### src/rtl/eint_pkg.sv
package eint_pkg;
  typedef enum logic {
    TRIG_LEVEL = 1'b0,
    TRIG_EDGE  = 1'b1
  } trig_e;

  typedef struct packed {
    trig_e md;
    logic  hi;   // 1: high level / rising edge
  } trig_cfg_t;
endpackage

### src/rtl/eint_sync.sv
module eint_sync #(
  parameter int WIDTH  = 8,
  parameter int STAGES = 2
) (
  input  logic             clk,
  input  logic             rst,
  input  logic [WIDTH-1:0] d,
  output logic [WIDTH-1:0] q
);
  logic [WIDTH-1:0] stg [STAGES];

  always_ff @(posedge clk) begin
    if (rst) begin
      for (int i = 0; i < STAGES; i++) stg[i] <= '0;
    end else begin
      stg[0] <= d;
      for (int i = 1; i < STAGES; i++) stg[i] <= stg[i-1];
    end
  end

  assign q = stg[STAGES-1];
endmodule

### src/rtl/eint_lowest_pick.sv
module eint_lowest_pick #(
  parameter int WIDTH = 8
) (
  input  logic [WIDTH-1:0] sel,
  input  logic [WIDTH-1:0] lvl,
  output logic             pick_lvl,
  output logic             any_sel,
  output logic             multi_sel
);
  // below[i] is set when some pin with index < i is selected
  logic [WIDTH:0]   below;
  logic [WIDTH-1:0] first;

  assign below[0] = 1'b0;
  for (genvar i = 0; i < WIDTH; i++) begin : g_chain
    assign below[i+1] = below[i] | sel[i];
  end

  assign first     = sel & ~below[WIDTH-1:0];
  assign pick_lvl  = |(first & lvl);
  assign any_sel   = below[WIDTH];
  assign multi_sel = |(sel & below[WIDTH-1:0]);
endmodule

### src/rtl/eint_edge_track.sv
module eint_edge_track (
  input  logic clk,
  input  logic rst,
  input  logic edge_en,
  input  logic rise,
  input  logic cur_lvl,
  input  logic src_valid,
  input  logic rearm,
  input  logic clr,
  output logic pend_nxt
);
  logic prev_lvl;
  logic pend;
  logic hit;

  always_comb begin
    hit = 1'b0;
    if (edge_en && src_valid && !rearm)
      hit = rise ? (cur_lvl & ~prev_lvl) : (~cur_lvl & prev_lvl);

    if (!edge_en || rearm) pend_nxt = 1'b0;
    else if (hit)          pend_nxt = 1'b1;   // edge beats clear
    else if (clr)          pend_nxt = 1'b0;
    else                   pend_nxt = pend;
  end

  always_ff @(posedge clk) begin
    if (rst) begin
      prev_lvl <= 1'b0;
      pend     <= 1'b0;
    end else begin
      prev_lvl <= cur_lvl;
      pend     <= pend_nxt;
    end
  end
endmodule

### src/rtl/eint_combiner.sv
module eint_combiner
  import eint_pkg::*;
#(
  parameter int NPINS       = 8,
  parameter int SYNC_STAGES = 2
) (
  input  logic             clk,
  input  logic             rst,
  input  logic [NPINS-1:0] pin_in,
  input  logic [NPINS-1:0] sel,
  input  logic             mode,
  input  logic             pol,
  input  logic             clr,
  output logic             irq,
  output logic             cfg_err,
  output logic [NPINS-1:0] pin_level
);
  logic [NPINS-1:0] lvl;
  logic [NPINS-1:0] sel_q;
  trig_cfg_t        cfg_now, cfg_q;
  logic             cfg_chg;
  logic             pick_lvl, any_sel, multi_sel;
  logic             lvl_hit, pend_nxt;
  logic             irq_q, err_q;

  eint_sync #(.WIDTH(NPINS), .STAGES(SYNC_STAGES)) u_sync (
    .clk (clk),
    .rst (rst),
    .d   (pin_in),
    .q   (lvl)
  );

  assign cfg_now.md = trig_e'(mode);
  assign cfg_now.hi = pol;

  // configuration shadows follow the inputs even in reset
  always_ff @(posedge clk) begin
    cfg_q <= cfg_now;
    sel_q <= sel;
  end

  assign cfg_chg = (cfg_now != cfg_q) || (sel != sel_q);

  eint_lowest_pick #(.WIDTH(NPINS)) u_pick (
    .sel       (sel),
    .lvl       (lvl),
    .pick_lvl  (pick_lvl),
    .any_sel   (any_sel),
    .multi_sel (multi_sel)
  );

  eint_edge_track u_edge (
    .clk       (clk),
    .rst       (rst),
    .edge_en   (cfg_now.md == TRIG_EDGE),
    .rise      (cfg_now.hi),
    .cur_lvl   (pick_lvl),
    .src_valid (any_sel),
    .rearm     (cfg_chg),
    .clr       (clr),
    .pend_nxt  (pend_nxt)
  );

  assign lvl_hit = cfg_now.hi ? |(sel & lvl) : |(sel & ~lvl);

  always_ff @(posedge clk) begin
    if (rst) begin
      irq_q <= 1'b0;
      err_q <= 1'b0;
    end else begin
      irq_q <= (cfg_now.md == TRIG_EDGE) ? pend_nxt : lvl_hit;
      err_q <= (cfg_now.md == TRIG_EDGE) && multi_sel;
    end
  end

  assign irq       = irq_q;
  assign cfg_err   = err_q;
  assign pin_level = lvl;
endmodule

### config.mk
export PLATFORM = sky130hd
export DESIGN_NAME = eint_combiner
export DESIGN_NICKNAME = d
export VERILOG_FILES = /design/src/rtl/eint_pkg.sv /design/src/rtl/eint_sync.sv /design/src/rtl/eint_lowest_pick.sv /design/src/rtl/eint_edge_track.sv /design/src/rtl/eint_combiner.sv
export SDC_FILE = /design/constraint.sdc
export NUM_CORES = 1
export LEC_CHECK = 0
export BUFFER_PORTS_ARGS = -buffer_cell sky130_fd_sc_hd__buf_2
export CORE_UTILIZATION = 45
export DETAILED_ROUTE_END_ITERATION = 7
export PLACE_DENSITY = 0.69
export RECOVER_POWER = 100
export SETUP_SLACK_MARGIN = 0.05
export SLEW_MARGIN = 20
export SYNTH_ARGS = -nofsm -noshare
export SYNTH_HDL_FRONTEND = slang
export SYNTH_HIERARCHICAL = 1
export SYNTH_SLANG_ARGS = --single-unit
### constraint.sdc
create_clock -name clk -period 2.9 [get_ports clk]
set_clock_uncertainty 0.1 [all_clocks]
set_input_delay 0.87 -clock clk [delete_from_list [all_inputs] [get_ports clk]]
set_output_delay 0.87 -clock clk [all_outputs]
set_load 0.01 [all_outputs]
==> results of run 1 <==
## stage by stage
step	cells	power, mW	utilization (%)
finish	182	0.854	54.0
global route	182	0.898	54.0
CTS	182	0.873	55.1
detailed placement	174	0.547	52.3
global placement	174	0.544	52.3
floorplan	120	0.507	-
## state kept, by name, indices dropped and copies added (netlist names)
| name | count |
|---|---|
| irq | 1 |
| cfg_err | 1 |
| u_edge/pend | 1 |
| cfg_q | 2 |
| u_sync/stg | 16 |
| u_edge/prev_lvl | 1 |
| sel_q | 8 |
## worst max-delay path: cells and delay by family
kind | cells | cell delay [ns]
and+or+nand+nor | 2 | 0.58
AOI/OAI and AO/OA | 4 | 1.02
buffers and inverters | 2 | 0.26
## final cells by class
type,instances,area [um^2],area share [%]
clock buffer,6,41.3,2.77
inverter,7,26.3,1.76
tap,31,38.8,2.61
sequential,30,601,40.3
multi-input combinational,74,611,41.0
clock inverter,2,37.5,2.52
timing repair buffer,32,134,8.99
## routing by layer
metal / GRT usage, % / wire [um] / vias up
li1: - / - / 477
met2: 25.5 / 1100 / 47
met4: 7.32 / 31 / 0
met3: 8.60 / 192 / 5
met5: 0 / 0 / -
met1: 18.8 / 997 / 419
## Yosys cell counts, types with 2 or more instances
cell       count
dfxtp_1       30
buf_4          8
nor2b_1        8
nor2b_2        8
xor2_1         8
and2b_2        6
inv_1          6
a21oi_1        4
nand2_1        3
a2111oi_0      2
a2111oi_4      2
a222oi_1       2
a22oi_1        2
nand2b_1       2
nand3b_1       2
nor3_1         2
nor4_1         2
or4_1          2
xnor2_1        2
## power by group
| group | switching [mW] | internal (mW) |
|---|---|---|
| Combinational | 0.0493 | 0.0417 |
| Sequential | 0.00994 | 0.432 |
| Clock | 0.140 | 0.182 |
| Total | 0.199 | 0.655 |
## path summary, 6_finish.rpt
| path | startpoint | endpoint | slack [ns] | depth (start not counted) |
|---|---|---|---|---|
| min reg2reg | u_sync/stg[0][3]$_SDFF_PP0_ | u_sync/stg[0][11]$_SDFF_PP0_ | 0.34 | 1 |
| min | u_sync/stg[0][3]$_SDFF_PP0_ | u_sync/stg[0][11]$_SDFF_PP0_ | 0.34 | 1 |
| max reg2reg | u_sync/stg[0][13]$_SDFF_PP0_ | irq$_SDFF_PP0_ | 0.98 | 7 |
| max | sel[1] | irq$_SDFF_PP0_ | 0.31 | 8 |
## cells by family after synthesis
kind of cell,Yosys count,share of synthesized area [%]
compound gates,20,15.3
fa+ha+maj,1,0.765
simple gates,43,23.9
buf+inv,16,7.46
flops,30,45.9
xor+xnor,10,6.69
==> qor.yml, run 1 <==
grtUsageTotal_pct: 16.4
initial_core_util_pct: 47.5
count_of_input_and_output_buffers: 30
final_design_area_no_fill_um2: 1490
synthCells: 120
ctsHtreeMaxLevel: 2
critical_path_end_type: "flip-flop"
standard_cell_core_area_um2: 2760
clock_root_buffer: "clkbuf_4"
antenna_cells_inserted: 0
vdd_drop_max_mv: 0.634
crit_type: "primary input to flip-flop"
maximum_number_of_pins_on_one_net_before_global_route_repair: 21
cts_resized: 0
floorplan.rows: 19
design.die.area_um2: 3130
post-cts-setup-buffers: 0
syn_area_per_cell_um2: 10.9
detailed_routing_iteration_count_for_the_pre_antenna_repair_pass: 4
gp_routability_congestion: 0.813
tritoncts: "built"
antenna_found_initial: 0
drive_above_1_share_pct: 25.8
maxCapViolations: 0
post-route-min-period_ns: 2.59
fin_hold_ws_ns: 0.341
vias_per_cell: 5.21
grt_remaining_overflow: 0
report.final.hold_viol_count: 0
worst_setup_hold_path_clk_slew_ns: 0.09
post_drt_wl_per_cell_um: 12.7
num_io_pins: 31
crit_arrival_ns: 2.72
routed-via-count: 948
path_max_fanout: 9
clock.fmax_mhz: 386
area_growth_syn_to_layout_pct: 13.8
power_per_cell_area_nw_per_um2: 574
timing.critical_path.required_ns: 3.03
finalWorstSetupSlack_ns: 0.309
synth_async_sr_flop_share_pct: 0
synth.yosys.seq_area_share_pct: 45.9
slew_violations: 0
yosys-top-cells-area: "dfxtp_1, nor2b_2, xor2_1"
slew_headroom_pct: 35.2
cts.sink_count: 30
outcome: "completed"
netlist.area_leader.share_pct: 45.9
synth_seq_cells: 30
vias_in_the_first_global_route: 906
most-common-layout-cells: "dfxtp_1, clkbuf_1, buf_2"
holdBufCountCts: 0
worst_skew_pair.late_latency_ns: 0.32
pre_cts_ws_ns: 0.0615
synth_top_flop_cell: "dfxtp_1"
chipHeight_um: 55.9
slowest_stage: "or3_4"
layout.filler_cells: 270
synth_largest_area_cell: "dfxtp_1"
totalNegativeSetupSlack_ns: 0
grt_first_pass_wirelength_mm: 3.84
static_leakage_nw: 0.547
drt_first_iter_violations: 33
syn-cell-area_um2: 1310
dp.final_hpwl_mm: 1.69
min_period_over_period_pct: 89.4
cpPeakStageDelay_ns: 0.42
syn_nets: 141
min_path_type: "flip-flop to flip-flop"
detail_route.wirelength_mm: 2.32
ctsLongestPathBuffers: 2
drc: 0
die_width_um: 55.9
post_dp_cell_area_um2: 1440
synth_enable_flop_cells: 0
type_of_origin_of_the_critical_path: "primary input"
cells_traversed_along_the_worst_timing_path: "clkbuf_1, or3_4, a2111oi_4, a211o_1, nand4b_1, a31oi_1, inv_1, a2111oi_2"
ys_warn_count: 6
yosys.cell_types.count: 38
worst_pin_slew_ns: 0.972
antenna_violating_nets_left: 0
setup-violations-final: 0
final_net_count: 171
unrepaired_setup_endpoints_after_global_routing: "no"
final_common_cell: "dfxtp_1"
numCtsBuffers: 5
Power figures use the tool's default switching activity.
==> run 2: changes to the inputs <==
--- a/config.mk
+++ b/config.mk
@@ -14,5 +14,4 @@
 export SLEW_MARGIN = 20
 export SYNTH_ARGS = -nofsm -noshare
 export SYNTH_HDL_FRONTEND = slang
-export SYNTH_HIERARCHICAL = 1
 export SYNTH_SLANG_ARGS = --single-unit
==> run 2 against run 1 <==
Against the previous run: critical path depth fell by 2; clock-buffer cell count decreased by 1; sequential power is essentially flat; clock power is 2% lower; hold slack got worse by 0.0012 ns; cell area fell by 7.1%; global-route usage is 1.5 points higher; synthesized cell count is 3.3% higher; critical path type unchanged; largest power group unchanged.
==> qor.yml, run 2 <==
most-common-layout-cells: "dfxtp_1, nor2b_1, clkbuf_1, xnor2_1, buf_2"
detailed_routing_iteration_count_for_the_pre_antenna_repair_pass: 4  # unchanged
largest_register: "u_sync.stg"
drt_first_iter_violations: 25  # -24%
largest_register_ffs: 16  # unchanged
slew_headroom_pct: 48.7  # +13 points
ys_warn_count: 0  # -6
path_max_fanout: 10  # +1
antenna_cells_inserted: 0  # unchanged
power_per_cell_area_nw_per_um2: 607  # +5.7%
unrepaired_setup_endpoints_after_global_routing: "no"
drc: 0  # unchanged
crit_type: "primary input to flip-flop"
numCtsBuffers: 5  # unchanged
tritoncts: "built"
min_path_type: "flip-flop to flip-flop"
totalNegativeSetupSlack_ns: 0  # unchanged
floorplan.rows: 18  # -1
netlist.area_leader.share_pct: 48.1  # +2.3 points
ctsHtreeMaxLevel: 2  # unchanged
clock.fmax_mhz: 447  # +16%
critical_path_end_type: "flip-flop"
count_of_input_and_output_buffers: 30  # unchanged
min_period_over_period_pct: 77.2  # -12 points
die_width_um: 54.7  # -2.3%
outcome: "completed"
syn_nets: 145  # +2.8%
synth.top_cells.by_count: "dfxtp_1, nor2b_1, xnor2_1, buf_4, inv_1"
synth.yosys.seq_area_share_pct: 48.1  # +2.3 points
grtUsageTotal_pct: 17.9  # +1.5 points
vdd_drop_max_mv: 0.534  # -16%
clock_root_buffer: "clkbuf_4"
synth_enable_flop_cells: 0  # unchanged
design.die.area_um2: 2990  # -4.5%
biggestRegsByFlops: "u_sync.stg: 16 flops, sel_q: 8 flops, cfg_q: 2 flops"
dp.final_hpwl_mm: 1.66  # -1.8%
cts.sink_count: 30  # unchanged
grt_first_pass_wirelength_mm: 3.52  # -8.4%
synth_async_sr_flop_share_pct: 0  # unchanged
post-cts-setup-buffers: 0  # unchanged
final_net_count: 167  # -2.3%
worst_setup_hold_path_clk_slew_ns: 0.09  # about the same
crit_arrival_ns: 2.36  # -0.36 ns
vias_per_cell: 5.11  # -1.8%
post-synth-top-count-cell: "dfxtp_1"
post-route-min-period_ns: 2.24  # -0.353 ns
ctsLongestPathBuffers: 2  # unchanged
chipHeight_um: 54.7  # -2.3%
type_of_origin_of_the_critical_path: "primary input"
final_common_cell: "dfxtp_1"
holdBufCountCts: 0  # unchanged
static_leakage_nw: 0.499  # -8.8%
finalWorstSetupSlack_ns: 0.662  # +0.353 ns
synth_largest_area_cell: "dfxtp_1"
cts_resized: 0  # unchanged
timing.critical_path.required_ns: 3.03  # about the same
yosys-top-cells-area: "dfxtp_1, nor2b_1, xnor2_1"
instances_no_fill: 177  # -2.7%
grt_remaining_overflow: 0  # unchanged
antenna_found_initial: 0  # unchanged
worst_pin_slew_ns: 0.770  # -0.202 ns
report.final.hold_viol_count: 0  # unchanged
yosys.cell_types.count: 38  # unchanged
syn-cell-area_um2: 1250  # -4.7%
num_io_pins: 31  # unchanged
fin_hold_ws_ns: 0.340  # -0.00120 ns
area_growth_syn_to_layout_pct: 10.9
dp.cells: 169  # -2.9%
synth_seq_cells: 30  # unchanged
vias_in_the_first_global_route: 842  # -7.1%
routed-via-count: 905  # -4.5%
gp_routability_congestion: 0.853  # +4.9%
antenna_violating_nets_left: 0  # unchanged
post_drt_wl_per_cell_um: 12.3  # -3.2%
drive_above_1_share_pct: 13.6  # -12 points
maximum_number_of_pins_on_one_net_before_global_route_repair: 21  # unchanged
worst_skew_pair.late_latency_ns: 0.32  # about the same
syn_area_per_cell_um2: 10.1  # -7.8%
setup-violations-final: 0  # unchanged
synth_top_flop_cell: "dfxtp_1"
standard_cell_core_area_um2: 2540  # -7.7%
maxCapViolations: 0  # unchanged
initial_core_util_pct: 49.0  # +1.6 points
synthCells: 124  # +3.3%
detail_route.wirelength_mm: 2.18  # -5.9%
pre_cts_ws_ns: 0.453  # +0.391 ns
slew_violations: 0  # unchanged
==> run 2: cell count changes after synthesis, sizes merged, moves of 3 or more <==
cell / delta
and2b: -6
nor2b: +5
xnor2: +7
a2111oi: -3
xor2: -8
clkbuf: +4
==> run 2: power breakdown <==
group / internal (mW) / total [mW] / switching (mW)
Clock: 0.178 / 0.315 / 0.137
Sequential: 0.432 / 0.441 / 0.00845
Combinational: 0.0379 / 0.0834 / 0.0456
==> run 2: final timing paths <==
| check | from | to | slack [ns] | depth (start not counted) |
|---|---|---|---|---|
| worst min-delay path | u_sync.stg[0][4]$_SDFF_PP0_ | u_sync.stg[0][12]$_SDFF_PP0_ | 0.34 | 1 |
| worst min register to register | u_sync.stg[0][4]$_SDFF_PP0_ | u_sync.stg[0][12]$_SDFF_PP0_ | 0.34 | 1 |
| worst max register to register | u_sync.stg[0][11]$_SDFF_PP0_ | irq$_SDFF_PP0_ | 1.29 | 5 |
| worst max-delay path | sel[2] | irq$_SDFF_PP0_ | 0.66 | 6 |
==> run 2: critical path: stages <==
cell	delay [ns]
clkbuf_1	0.38
nand2_1	0.15
a311oi_1	0.51
a2111o_2	0.20
a31oi_2	0.09
a21o_1	0.16
==> run 2: through the flow <==
stage          power, mW  area, um^2  util (%)
2_1_floorplan      0.513        1250         -
3_3_place_gp       0.536        1340      52.6
3_5_place_dp       0.539        1340      52.6
4_1_cts            0.861        1420      55.6
5_1_grt            0.888        1380      54.4
6_report           0.839        1380      54.4
==> run 2: logic make-up after synthesis <==
group	count (synthesis)	synth area share, %
XOR/XNOR	9	6.32
AO/OA/AOI/OAI	18	13.1
flip-flops	30	48.1
buffers and inverters	21	9.63
AND/OR/NAND/NOR	45	22.0
adder cells (fa/ha/maj)	1	0.802
==> run 2: area by class of cell <==
type	count	area, um^2
inverters	6	22.5
multi-input cells	73	522
repair buffers	30	124
well taps	30	37.5
fillers	247	1160
flip-flops and latches	30	601
clock buffers	5	37.5
clock inverters	3	40.0
==> run 2: routing by layer <==
metal / global-route usage (%) / vias up / part of all wire [%]
li1: - / 461 / -
met1: 18.2 / 414 / 42
met2: 29.7 / 28 / 51
met3: 8.33 / 2 / 5.5
met4: 10.3 / 0 / 1.3
met5: 0 / - / 0
==> run 3: changes to the inputs <==
--- a/config.mk
+++ b/config.mk
@@ -8,7 +8,7 @@
 export BUFFER_PORTS_ARGS = -buffer_cell sky130_fd_sc_hd__buf_2
 export CORE_UTILIZATION = 45
 export DETAILED_ROUTE_END_ITERATION = 7
-export PLACE_DENSITY = 0.69
+export PLACE_DENSITY = 0.72
 export RECOVER_POWER = 100
 export SETUP_SLACK_MARGIN = 0.05
 export SLEW_MARGIN = 20
==> constraint.sdc (replaced) <==
create_clock -name clk -period 1.97 [get_ports clk]
set_clock_uncertainty 0.1 [all_clocks]
set_input_delay 0.591 -clock clk [delete_from_list [all_inputs] [get_ports clk]]
set_output_delay 0.591 -clock clk [all_outputs]
set_load 0.01 [all_outputs]
==> run 3 against run 2 <==
Against the previous run: sequential power increased by 47%; critical endpoint unchanged; critical path type unchanged; clock-buffer cell count increased by 2; critical path depth is the same; hold slack about the same; non-clock buffer count increased by 10; first-iteration DRC count decreased by 40%; cell area rose by 4.0%; setup slack worse by 0.51 ns; final cell count is 5.6% higher; combinational power increased by 69%; register-to-register slack got worse by 0.95 ns.
==> qor.yml, run 3 (synthesized netlist as in run 2, its figures left out) <==
timing.critical_path.required_ns: 2.10  # -0.93 ns
vias_in_the_first_global_route: 904  # +7.4%
holdBufCountCts: 0  # unchanged
total_power_mw: 1.16  # +39%
setup-violations-final: 0  # unchanged
antenna_found_initial: 0  # unchanged
r2r_slack_ns: 0.34  # -0.95 ns
standard_cell_core_area_um2: 2540  # unchanged
worst_skew_pair.late_latency_ns: 0.33  # about the same
grt_remaining_overflow: 0  # unchanged
routed-via-count: 966  # +6.7%
cts_resized: 0  # unchanged
num_io_pins: 31  # unchanged
type_of_origin_of_the_critical_path: "primary input"
cts.sink_count: 30  # unchanged
min_period_over_period_pct: 92.4
path_max_fanout: 7  # -3
static_leakage_nw: 0.541  # +8.5%
grt_first_pass_wirelength_mm: 3.82  # +8.6%
gp_routability_congestion: 0.916  # +7.3%
slew_violations: 0  # unchanged
chipHeight_um: 54.7  # unchanged
ctsHtreeMaxLevel: 2  # unchanged
final_net_count: 177  # +6.0%
vias_per_cell: 5.17  # +1.0%
drt_first_iter_violations: 15  # -40%
critical_path_end_type: "flip-flop"
detail_route.wirelength_mm: 2.38  # +8.9%
area_growth_syn_to_layout_pct: 15.3
post-route-min-period_ns: 1.82
largest_register_ffs: 16  # unchanged
antenna_cells_inserted: 0  # unchanged
antenna_violating_nets_left: 0  # unchanged
ctsLongestPathBuffers: 2  # unchanged
drc: 0  # unchanged
tritoncts: "built"
vdd_drop_max_mv: 0.515  # -3.5%
totalNegativeSetupSlack_ns: 0  # unchanged
initial_core_util_pct: 49.0  # unchanged
crit_type: "primary input to flip-flop"
clock.fmax_mhz: 549
clock_root_buffer: "clkbuf_4"
unrepaired_setup_endpoints_after_global_routing: "no"
largest_register: "u_sync.stg"
outcome: "completed"
worst_pin_slew_ns: 0.789  # +0.0191 ns
drive_above_1_share_pct: 19.7  # +6.1 points
count_of_input_and_output_buffers: 30  # unchanged
min_path_type: "flip-flop to flip-flop"
maxCapViolations: 0  # unchanged
grtUsageTotal_pct: 19.4  # +1.5 points
numCtsBuffers: 5  # unchanged
floorplan.rows: 18  # unchanged
design.die.area_um2: 2990  # unchanged
report.final.hold_viol_count: 0  # unchanged
crit_arrival_ns: 1.95  # -0.41 ns
die_width_um: 54.7  # unchanged
most-common-layout-cells: "dfxtp_1, clkbuf_1, nor2b_1, buf_2"
final_common_cell: "dfxtp_1"
worst_setup_hold_path_clk_slew_ns: 0.09  # about the same
dp.final_hpwl_mm: 1.83  # +10%
post_drt_wl_per_cell_um: 12.7  # +3.1%
biggestRegsByFlops: "u_sync.stg: 16 flops, sel_q: 8 flops, cfg_q: 2 flops"
slew_headroom_pct: 47.4  # -1.3 points
post-cts-setup-buffers: 0  # unchanged
detailed_routing_iteration_count_for_the_pre_antenna_repair_pass: 6  # +2
power_per_cell_area_nw_per_um2: 809  # +33%
maximum_number_of_pins_on_one_net_before_global_route_repair: 20  # -4.8%
==> run 3: final timing paths <==
| path | startpoint | to | cells past startpoint |
|---|---|---|---|
| worst max-delay path | sel[0] | irq$_SDFF_PP0_ | 6 |
| worst min-delay path | u_sync.stg[0][0]$_SDFF_PP0_ | u_sync.stg[0][8]$_SDFF_PP0_ | 1 |
| worst max register to register | u_sync.stg[0][10]$_SDFF_PP0_ | irq$_SDFF_PP0_ | 5 |
| worst min register to register | u_sync.stg[0][0]$_SDFF_PP0_ | u_sync.stg[0][8]$_SDFF_PP0_ | 1 |
==> run 3: report_power, final <==
part           internal, mW  switching (mW)
clock                 0.173           0.202
combinational        0.0688          0.0718
sequential            0.636          0.0131
total                 0.878           0.287
==> run 3: final cells by class <==
cell class	count	area, um^2
clock buffers	7	55.1
flip-flops and latches	30	601
clock inverters	1	5.00
repair buffers	40	198
inverters	6	22.5
well taps	30	37.5
multi-input cells	73	520
fillers	253	1110
==> run 3: critical path, cell delays in order <==
cell	delay, ns
clkbuf_1	0.17
or3_1	0.44
nor4_1	0.35
a2111o_2	0.15
a31oi_1	0.09
a21o_1	0.16
==> run 3: metal layers <==
metal	wire, um	track usage (%)	part of all wire [%]	vias up
met4	61	10.3	2.6	0
met1	1010	20.8	43	441
li1	-	-	-	480
met3	138	8.89	5.8	9
met5	0	0	0	-
met2	1160	31.3	49	36
==> run 3: stage by stage <==
step                      area, um^2  hold slack (ns)  util (%)  instances  setup WS [ns]
after detailed placement        1420            0.326      55.7        179         -0.113
after floorplan                 1250            0.314         -        124         0.0595
final                           1440            0.340      56.5        187          0.149
after global routing            1440            0.332      56.5        187         0.0719
after global placement          1420            0.316      55.7        179        -0.0449
after CTS                       1480            0.303      58.1        187          0.242
